File: config.mk
export PLATFORM = sky130hd
export DESIGN_NAME = exc_entry
export DESIGN_NICKNAME = d
export VERILOG_FILES = /design/src/rtl/exc_entry_pkg.sv /design/src/rtl/exc_code_map.sv /design/src/rtl/exc_vector_sel.sv /design/src/rtl/exc_entry.sv
export SDC_FILE = /design/constraint.sdc
export NUM_CORES = 1
export LEC_CHECK = 0
export BUFFER_PORTS_ARGS = -buffer_cell sky130_fd_sc_hd__buf_4
export CAP_MARGIN = 20
export CELL_PAD_IN_SITES_DETAIL_PLACEMENT = 0
export CELL_PAD_IN_SITES_GLOBAL_PLACEMENT = 1
export CORE_ASPECT_RATIO = 1.1
export CORE_UTILIZATION = 31
export DETAILED_ROUTE_END_ITERATION = 12
export MAX_ROUTING_LAYER = met4
export PLACE_DENSITY_LB_ADDON = 0.12
export SKIP_LAST_GASP = 1
export SLEW_MARGIN = 20
export SYNTH_ARGS = -nofsm -noshare
export SYNTH_HDL_FRONTEND = slang
export SYNTH_SLANG_ARGS = --single-unit
File: constraint.sdc
create_clock -name clk -period 3.1 [get_ports clk]
set_clock_uncertainty 0.1 [all_clocks]
set_input_delay 0.465 -clock clk [delete_from_list [all_inputs] [get_ports clk]]
set_output_delay 0.465 -clock clk [all_outputs]
set_load 0.02 [all_outputs]
File: src/rtl/exc_entry_pkg.sv
package exc_entry_pkg;

    localparam int CODE_W = 5;

    typedef enum logic [2:0] {
        FLT_NONE       = 3'd0,
        FLT_GENERAL    = 3'd1,
        FLT_MISS       = 3'd2,
        FLT_INVALID    = 3'd3,
        FLT_MODIFY     = 3'd4,
        FLT_DISALLOWED = 3'd5
    } fault_e;

    typedef enum logic {
        ST_IDLE   = 1'b0,
        ST_COMMIT = 1'b1
    } entry_state_e;

    localparam logic [CODE_W-1:0] CODE_MOD  = 5'd1;
    localparam logic [CODE_W-1:0] CODE_TLBL = 5'd2;
    localparam logic [CODE_W-1:0] CODE_TLBS = 5'd3;
    localparam logic [CODE_W-1:0] CODE_ADEL = 5'd4;
    localparam logic [CODE_W-1:0] CODE_ADES = 5'd5;

    localparam logic [31:0] VEC_GENERAL = 32'h8000_0180;
    localparam logic [31:0] VEC_XREFILL = 32'h8000_0080;
    localparam logic [31:0] VEC_REFILL  = 32'h8000_0000;

endpackage

File: src/rtl/exc_code_map.sv
module exc_code_map
    import exc_entry_pkg::*;
(
    input  logic [2:0]        fault,
    input  logic              is_store,
    input  logic [CODE_W-1:0] gen_code,
    output logic              legal,
    output logic              is_xlat,
    output logic [CODE_W-1:0] code
);

    always_comb begin
        legal   = 1'b1;
        is_xlat = 1'b1;
        code    = gen_code;
        unique case (fault)
            FLT_GENERAL:    is_xlat = 1'b0;
            FLT_MISS,
            FLT_INVALID:    code = is_store ? CODE_TLBS : CODE_TLBL;
            FLT_MODIFY:     code = CODE_MOD;
            FLT_DISALLOWED: code = is_store ? CODE_ADES : CODE_ADEL;
            default: begin
                legal   = 1'b0;
                is_xlat = 1'b0;
            end
        endcase
    end

endmodule

File: src/rtl/exc_vector_sel.sv
module exc_vector_sel
    import exc_entry_pkg::*;
#(
    parameter int PC_W = 64
) (
    input  logic [2:0]      fault,
    input  logic            exl,
    input  logic [1:0]      seg_sel,
    input  logic [2:0]      xaddr_en,
    output logic [PC_W-1:0] vector
);

    localparam int EXT_W = PC_W - 32;

    logic        seg_wide;
    logic [31:0] vec32;

    always_comb begin
        unique case (seg_sel)
            2'b00:   seg_wide = xaddr_en[0];
            2'b01:   seg_wide = xaddr_en[1];
            2'b11:   seg_wide = xaddr_en[2];
            default: seg_wide = 1'b0;
        endcase
    end

    always_comb begin
        vec32 = VEC_GENERAL;
        if (fault == FLT_MISS && !exl) begin
            vec32 = seg_wide ? VEC_XREFILL : VEC_REFILL;
        end
    end

    generate
        if (EXT_W > 0) begin : g_sext
            assign vector = {{EXT_W{vec32[31]}}, vec32};
        end else begin : g_narrow
            assign vector = vec32[PC_W-1:0];
        end
    endgenerate

endmodule

File: src/rtl/exc_entry.sv
module exc_entry
    import exc_entry_pkg::*;
#(
    parameter int PC_W       = 64,
    parameter int VA_W       = 64,
    parameter int CE_W       = 2,
    parameter int PAGE_SHIFT = 13,
    parameter int VPN2_W     = 19,
    parameter int INSN_BYTES = 4
) (
    input  logic              clk,
    input  logic              rst_n,
    input  logic              req_valid,
    input  logic [2:0]        req_fault,
    input  logic [CODE_W-1:0] req_gen_code,
    input  logic              req_store,
    input  logic [CE_W-1:0]   req_cop,
    input  logic [PC_W-1:0]   req_pc,
    input  logic              req_in_delay,
    input  logic [VA_W-1:0]   req_vaddr,
    input  logic              exl_in,
    input  logic [2:0]        xaddr_en,
    output logic              commit,
    output logic              commit_save,
    output logic [PC_W-1:0]   commit_epc,
    output logic              commit_bd,
    output logic [CODE_W-1:0] commit_code,
    output logic [CE_W-1:0]   commit_ce,
    output logic              commit_tlb_we,
    output logic [VA_W-1:0]   commit_badvaddr,
    output logic [VPN2_W-1:0] commit_vpn2,
    output logic [PC_W-1:0]   commit_vector
);

    localparam int VPN2_HI = PAGE_SHIFT + VPN2_W - 1;
    localparam logic [PC_W-1:0] STEP = PC_W'(INSN_BYTES);

    entry_state_e        state_q, state_d;
    logic                legal, is_xlat, accept;
    logic [CODE_W-1:0]   code_d;
    logic [PC_W-1:0]     vector_d;
    logic [PC_W-1:0]     epc_d;

    exc_code_map u_code (
        .fault    (req_fault),
        .is_store (req_store),
        .gen_code (req_gen_code),
        .legal    (legal),
        .is_xlat  (is_xlat),
        .code     (code_d)
    );

    exc_vector_sel #(.PC_W(PC_W)) u_vec (
        .fault    (req_fault),
        .exl      (exl_in),
        .seg_sel  (req_vaddr[VA_W-1:VA_W-2]),
        .xaddr_en (xaddr_en),
        .vector   (vector_d)
    );

    assign accept = req_valid && legal;
    assign epc_d  = req_in_delay ? (req_pc - STEP) : req_pc;

    // Next-state logic
    always_comb begin
        state_d = state_q;
        unique case (state_q)
            ST_IDLE:   state_d = accept ? ST_COMMIT : ST_IDLE;
            ST_COMMIT: state_d = accept ? ST_COMMIT : ST_IDLE;
            default:   state_d = ST_IDLE;
        endcase
    end

    // State register
    always_ff @(posedge clk) begin
        if (!rst_n) state_q <= ST_IDLE;
        else        state_q <= state_d;
    end

    assign commit = (state_q == ST_COMMIT);

    // Output bundle register
    always_ff @(posedge clk) begin
        if (!rst_n) begin
            commit_save     <= 1'b0;
            commit_epc      <= '0;
            commit_bd       <= 1'b0;
            commit_code     <= '0;
            commit_ce       <= '0;
            commit_tlb_we   <= 1'b0;
            commit_badvaddr <= '0;
            commit_vpn2     <= '0;
            commit_vector   <= '0;
        end else if (accept) begin
            commit_save   <= !exl_in;
            commit_epc    <= epc_d;
            commit_bd     <= req_in_delay;
            commit_code   <= code_d;
            commit_ce     <= req_cop;
            commit_tlb_we <= is_xlat;
            commit_vector <= vector_d;
            if (is_xlat) begin
                commit_badvaddr <= req_vaddr;
                commit_vpn2     <= req_vaddr[VPN2_HI:PAGE_SHIFT];
            end
        end
    end

    // Assertions
    a_r1_no_commit_without_legal: assert property (@(posedge clk) disable iff (!rst_n)
        (!req_valid || req_fault == 3'd0 || req_fault > 3'd5) |=> !commit);

    a_r2_commit_after_accept: assert property (@(posedge clk) disable iff (!rst_n)
        (req_valid && req_fault >= 3'd1 && req_fault <= 3'd5) |=> commit);

    a_r3_epc_from_pc: assert property (@(posedge clk) disable iff (!rst_n)
        (commit && commit_save) |->
            (commit_epc == ($past(req_in_delay) ? $past(req_pc) - STEP : $past(req_pc))));

    a_r4_nested_no_save: assert property (@(posedge clk) disable iff (!rst_n)
        commit |-> (commit_save == !$past(exl_in)));

    a_r5_ce_follows_cop: assert property (@(posedge clk) disable iff (!rst_n)
        commit |-> (commit_ce == $past(req_cop)));

    a_r8_nested_general_vector: assert property (@(posedge clk) disable iff (!rst_n)
        (commit && !commit_save) |-> (commit_vector[11:0] == 12'h180));

    a_r9_vpn2_from_vaddr: assert property (@(posedge clk) disable iff (!rst_n)
        (commit && commit_tlb_we) |-> (commit_vpn2 == $past(req_vaddr[VPN2_HI:PAGE_SHIFT])));

endmodule

==> impl_metrics.env, run 1 <==
export IMPL_multi_input_area_sq_mm=0.003239
export IMPL_min_path_type="in -> reg"
export IMPL_pwr_share_comb_pct=20.4
export IMPL_fin_crit_sh_pct=83.46
export IMPL_pwr_share_seq_pct=39.0
export IMPL_min_from="exl_in"
export IMPL_cp_slowest_cell="or4_1"
export IMPL_ant_nets=0
export IMPL_worstSkewPairLatency_ps=410
export IMPL_cts_tree="built"
export IMPL_drv_cap=0
export IMPL_htree_levels=4
export IMPL_worstPathRequired_ps=3350
export IMPL_cts_sinks=142
export IMPL_die_y_microns=157.3
export IMPL_p_leak_nw=4.131
export IMPL_fp_dieArea_sq_mm=0.02252
export IMPL_hold_path_endpoint="commit_save$_SDFFE_PN0P_"
export IMPL_swShare_pct=29.81
export IMPL_dr_pass1_iters=4
export IMPL_cts_resized=0
export IMPL_finalSetupTns_ps=0
export IMPL_worstSetupStartpoint="req_pc[10]"
export IMPL_overflow=0
export IMPL_rsz0062_at_grt="no"
export IMPL_async_flop_share_pct=0
export IMPL_finalHoldViolCount=0
export IMPL_crit_path_frequent_cell="or4_1"
export IMPL_placement_io_buffers=339
export IMPL_ys_ff_latch=142
export IMPL_seq_area_sq_mm=0.002843
export IMPL_synthCells=855
export IMPL_worstReg2RegEnd="commit_vector[31]$_SDFFE_PN0P_"
export IMPL_wl_per_cell_microns=16.06
export IMPL_ys_seq_area_share_pct=41.83
export IMPL_num_vias=6837
export IMPL_synth_edf_count=0
export IMPL_syn_to_final_growth_pct=44.33
export IMPL_worstPathArrival_ps=2840
export IMPL_slew_violations=0
export IMPL_placed_area_sq_mm=0.009204
export IMPL_status="completed"
export IMPL_drtIter0Drc=331
export IMPL_final_util_pct=45.75
export IMPL_synth_main_ff_cell="dfxtp_1"
export IMPL_fmax_ghz=0.3865
export IMPL_root_buffer="clkbuf_16"
export IMPL_reg2reg_slack_ps=1740
export IMPL_critPathKind="in -> reg"
export IMPL_setup_worst_path_start_class="primary input"
export IMPL_yosysWarnings=0
export IMPL_via_per_inst=4.784
export IMPL_max_slew_margin_pct=26.88
export IMPL_die_w_microns=143.2
export IMPL_ios=369
export IMPL_ys_types=51
export IMPL_path_max_fanout=10
export IMPL_dpl_hpwl_mm=16.88
export IMPL_worst_pin_slew_ps=1097
export IMPL_first_global_vias=6066
export IMPL_grt_max_degree=94
export IMPL_holdBufCountCts=0
export IMPL_internal_power_mw=3.651
export IMPL_power_per_cell_area_mw_per_mm2=530.3
export IMPL_crit_chain="buf_4, or4_4, or3_1, or4_1, or4_1, a31oi_1"
export IMPL_avgSynthCellArea_sq_um=7.949
export IMPL_setup_viol=0
export IMPL_syn_cell_area_sq_mm=0.006797
export IMPL_r2r_start="commit_vector[31]$_SDFFE_PN0P_"
export IMPL_antenna_cells=0
export IMPL_cp_slowest_stage_delay_ps=690
export IMPL_ir_drop_v=0.0003679
export IMPL_finalNetCount=1274
export IMPL_cts_buffer_depth=2
export IMPL_reg2regPathDepth=2
export IMPL_p_clk_share_pct=40.6
export IMPL_numCtsBuffers=17
export IMPL_period_minus_slack_ps=2587
export IMPL_track_usage_pct=20.37
export IMPL_min_path_cells=2
export IMPL_grt_pass1_wl_mm=34.03
export IMPL_antenna_found_initial=0
export IMPL_cts_setup_buffers=0
export IMPL_fillers=2224
export IMPL_gp_congestion=0.8066
export IMPL_design_area_sq_mm=0.009809
export IMPL_cts_clk_slew_worst_paths_ps=70
export IMPL_drt_total_wl_mm=22.95
export IMPL_rows=56
export IMPL_p_sw_mw=1.551
export IMPL_layout_drive_gt1_share_pct=36.00
export IMPL_post_route_drc_count=0
export IMPL_initial_utilization_pct=31.70
export IMPL_endpoint_kind="register"
export IMPL_core_area_sq_mm=0.02144
## state kept, by name, indices dropped and copies added (netlist names)
signal / flops
commit: 1
commit_tlb_we: 1
commit_bd: 1
commit_vector: 3
commit_save: 1
commit_badvaddr: 64
commit_epc: 64
commit_ce: 2
commit_code: 5
## worst max-delay path by stage
stage | endpoint | slack, ps
floorplan | commit_epc[58]$_SDFFE_PN0P_ | 400
global placement | commit_epc[56]$_SDFFE_PN0P_ | 100
detailed placement | commit_epc[56]$_SDFFE_PN0P_ | 90
CTS | commit_epc[58]$_SDFFE_PN0P_ | 520
global route | commit_epc[58]$_SDFFE_PN0P_ | 420
finish | commit_epc[58]$_SDFFE_PN0P_ | 510
## layout make-up
| type | count | share of cell area [%] |
|---|---|---|
| multi-input combinational | 599 | 33.02 |
| sequential | 142 | 28.98 |
| timing repair buffer | 362 | 27.96 |
| clock buffer | 19 | 4.617 |
| tap | 290 | 3.699 |
| clock inverter | 13 | 1.556 |
| inverter | 4 | 0.1658 |
## Yosys cell counts (2+ instances only)
cell | count | area, sq um
buf_1 | 6 | 22.52
o211ai_1 | 3 | 22.52
nand3_1 | 10 | 50.05
o41ai_1 | 2 | 17.52
nand4_1 | 6 | 37.54
buf_2 | 2 | 10.01
xnor2_1 | 18 | 157.7
o21ai_0 | 62 | 310.3
and2_1 | 3 | 18.77
nand2b_1 | 4 | 25.02
nand2_1 | 155 | 581.8
a211oi_1 | 13 | 97.59
and3_1 | 2 | 12.51
nor3_1 | 12 | 60.06
inv_1 | 4 | 15.01
a21oi_1 | 90 | 450.4
o31ai_1 | 21 | 157.7
or4_1 | 27 | 202.7
or2_2 | 5 | 31.28
dfxtp_1 | 142 | 2843
or3_1 | 23 | 143.9
xor2_1 | 9 | 78.83
nor4_1 | 13 | 81.33
mux2i_1 | 2 | 20.02
buf_4 | 80 | 600.6
nor2_1 | 35 | 131.4
clkbuf_1 | 50 | 187.7
a311oi_1 | 3 | 26.28
a31oi_1 | 29 | 181.4
nand4b_1 | 3 | 26.28
## power groups by stage
stage,registers [mW],clock network (mW),logic (mW)
floorplan,2.21,0,0.462
global placement,2.07,0,1.07
finish,2.03,2.11,1.06
CTS,2.03,2.16,1.07
detailed placement,2.07,0,1.07
global route,2.05,2.24,1.15
## layout by cell type, fill, tap and decap left out, types with 3 or more instances in the layout
cell / instances
xnor2_1: 18
nand2b_1: 3
nand4b_1: 3
or4_1: 27
and2_1: 3
conb_1: 29
a211oi_1: 13
or2_2: 5
a31oi_1: 29
o211ai_1: 3
nor4_1: 13
o21ai_0: 62
inv_1: 3
clkbuf_16: 17
nor3_1: 12
inv_6: 4
nand3_1: 10
buf_4: 360
nand4_1: 6
nor2_1: 35
o31ai_1: 20
clkinv_4: 3
xor2_1: 9
nand2_1: 155
a21oi_1: 90
or3_1: 23
a311oi_1: 3
dfxtp_1: 142
## metrics by stage
| step | setup slack, ps | instances | power (mW) | hold slack (ps) |
|---|---|---|---|---|
| after floorplan | 398.8 | 883 | 2.672 | 430.2 |
| after global placement | 103.9 | 1397 | 3.137 | 340.9 |
| after detailed placement | 89.25 | 1397 | 3.142 | 347.6 |
| after CTS | 524.4 | 1429 | 5.261 | 121.4 |
| after global routing | 416.1 | 1429 | 5.434 | 138.7 |
| final | 512.6 | 1429 | 5.202 | 138.5 |
## critical path: cells and delay by family
kind / cells / cell delay, ps
buffers and inverters: 1 / 120
AOI/OAI and AO/OA: 1 / 180
and+or+nand+nor: 4 / 2070
## cells by family after synthesis
logic type	synth area share, %
and+or+nand+nor	22.11
AOI/OAI and AO/OA	19.59
DFF	41.83
buffers and inverters	12.30
xor gates and xnor gates	3.479
muxes	0.4602
adders and majority gates	0.1841
other	0.05518
## routing by layer
layer	routed length, microns	global-route usage [%]	share of wire (%)
met5	0	-	0
met4	227	5.632	0.99
met3	1950	6.237	8.5
met2	11450	34.56	50
met1	9322	23.04	41
Note: power is estimated with default switching activity, not from simulation.
==> run 2: changes to the inputs <==
Clock period 3.1 ns to 2.4 ns, I/O delays scaled along.
==> impl_metrics.env, run 2 (synthesized netlist as in run 1, its figures left out) <==
export IMPL_fin_crit_sh_pct=96.21
export IMPL_grt_max_degree=94
export IMPL_cts_tree="built"
export IMPL_root_buffer="clkbuf_16"
export IMPL_power_per_cell_area_mw_per_mm2=658.6
export IMPL_setup_viol=0
export IMPL_layout_drive_gt1_share_pct=40.21
export IMPL_finalSetupTns_ps=0
export IMPL_worstSkewPairLatency_ps=410
export IMPL_ios=369
export IMPL_reg2regPathDepth=3
export IMPL_dpl_hpwl_mm=17.80
export IMPL_setup_worst_path_start_class="primary input"
export IMPL_crit_path_frequent_cell="or4_4"
export IMPL_ir_drop_v=0.0004789
export IMPL_whs_ps=32.19
export IMPL_r2r_start="commit_vector[31]$_SDFFE_PN0P_"
export IMPL_die_w_microns=143.2
export IMPL_reg2reg_slack_ps=1480
export IMPL_wl_per_cell_microns=15.73
export IMPL_fp_dieArea_sq_mm=0.02252
export IMPL_final_cell_mix="buf_4, nand2_1, dfxtp_1, a21oi_1, o21ai_0"
export IMPL_cp_slowest_cell="or4_4"
export IMPL_post_route_drc_count=0
export IMPL_path_max_fanout=10
export IMPL_worstSetupStartpoint="req_pc[10]"
export IMPL_finalNetCount=1346
export IMPL_numCtsBuffers=17
export IMPL_reg_top3="commit_badvaddr (64), commit_epc (64), commit_code (5)"
export IMPL_holdBufCountCts=0
export IMPL_drt_total_wl_mm=23.64
export IMPL_cts_sinks=142
export IMPL_overflow=0
export IMPL_track_usage_pct=21.11
export IMPL_min_path_type="in -> reg"
export IMPL_cts_buffer_depth=2
export IMPL_rsz0062_at_grt="no"
export IMPL_drv_cap=0
export IMPL_worstPathArrival_ps=2560
export IMPL_p_leak_nw=4.500
export IMPL_status="completed"
export IMPL_placement_io_buffers=339
export IMPL_drtIter0Drc=250
export IMPL_gp_congestion=0.7955
export IMPL_htree_levels=4
export IMPL_endpoint_kind="register"
export IMPL_worstReg2RegEnd="commit_vector[31]$_SDFFE_PN0P_"
export IMPL_initial_utilization_pct=31.70
export IMPL_core_area_sq_mm=0.02144
export IMPL_ant_nets=0
export IMPL_cp_slowest_stage_delay_ps=530
export IMPL_crit_chain="buf_4, or4_4, or3_1, or4_4, or4_1, a31oi_1"
export IMPL_grt_pass1_wl_mm=35.03
export IMPL_worstPathRequired_ps=2650
export IMPL_dr_pass1_iters=4
export IMPL_via_per_inst=4.671
export IMPL_first_global_vias=6486
export IMPL_critPathKind="in -> reg"
export IMPL_cp_endpoint="commit_epc[56]$_SDFFE_PN0P_"
export IMPL_slew_violations=0
export IMPL_fillers=2213
export IMPL_syn_to_final_growth_pct=53.79
export IMPL_cts_setup_buffers=0
export IMPL_period_minus_slack_ps=2309
export IMPL_die_y_microns=157.3
export IMPL_rows=56
export IMPL_num_vias=7020
export IMPL_fmax_ghz=0.4331
export IMPL_final_common_cell="buf_4"
export IMPL_antenna_found_initial=2
export IMPL_finalHoldViolCount=0
export IMPL_cts_clk_slew_worst_paths_ps=70
[run 2: cell count changes in the layout (fill, tap and decap cells not counted), moves of 2 or more]
cell	delta
buf_12	+3
buf_4	+69
diode_2	+2
nor4_1	-2
or4_1	-4
or4_4	+4
[run 2: area by class of cell]
| class | instances | area (sq um) | area share [%] |
|---|---|---|---|
| flip-flops and latches | 142 | 2843 | 27.20 |
| clock buffers | 19 | 442.9 | 4.238 |
| clock inverters | 13 | 177.7 | 1.700 |
| inverters | 4 | 16.27 | 0.1556 |
| diodes | 2 | 5.005 | 0.04788 |
| repair buffers | 434 | 3321 | 31.77 |
| multi-input cells | 599 | 3284 | 31.42 |
| well taps | 290 | 362.8 | 3.471 |
[run 2: how the worst min path moves through the flow]
stage                                      from                           to  slack, ps  depth (start not counted)
finish                                   exl_in     commit_save$_SDFFE_PN0P_         30                          2
global route                             exl_in     commit_save$_SDFFE_PN0P_         20                          2
CTS                                      exl_in     commit_save$_SDFFE_PN0P_          9                          2
detailed placement  commit_code[3]$_SDFFE_PN0P_  commit_code[3]$_SDFFE_PN0P_        340                          2
global placement    commit_code[3]$_SDFFE_PN0P_  commit_code[3]$_SDFFE_PN0P_        340                          2
floorplan                                exl_in     commit_save$_SDFFE_PN0P_        360                          1
[run 2: report_power, final]
group | switching (mW) | internal [mW] | total (mW) | leakage, nW
sequential | 0.0892 | 2.52 | 2.61 | 1.17
clock | 1.12 | 1.69 | 2.82 | 0.298
combinational | 0.813 | 0.646 | 1.46 | 3.03
[run 2: critical path: cells and delay by family]
kind	cells	cell delay (ps)
compound gates	1	180
buf+inv	1	120
simple gates	4	1900
[run 2: what timing repair did]
| item | 4_1_cts | 5_1_grt |
|---|---|---|
| gates resized for setup | 1 | 0 |
| setup endpoints to repair | 1 | 0 |
| hold endpoints to repair | 0 | 0 |
[run 2: per-stage QoR]
| step | power (mW) | instance area [sq um] | cells | util (%) | setup WS (ps) |
|---|---|---|---|---|---|
| floorplan | 3.454 | 6950 | 883 | - | -127.6 |
| finish | 6.884 | 10450 | 1503 | 48.75 | 90.87 |
| global placement | 4.130 | 9823 | 1469 | 45.82 | -430.8 |
| detailed placement | 4.136 | 9823 | 1469 | 45.82 | -446.3 |
| global route | 7.208 | 10450 | 1503 | 48.75 | 10.16 |
| CTS | 6.980 | 10450 | 1501 | 48.73 | 99.67 |
[run 2: routing by layer]
layer,track usage (%),part of all wire (%),up-vias
met5,-,0,-
met4,6.400,1.5,0
met3,7.210,9.4,20
met2,35.89,50,255
met1,23.14,39,3131
li1,-,-,3614
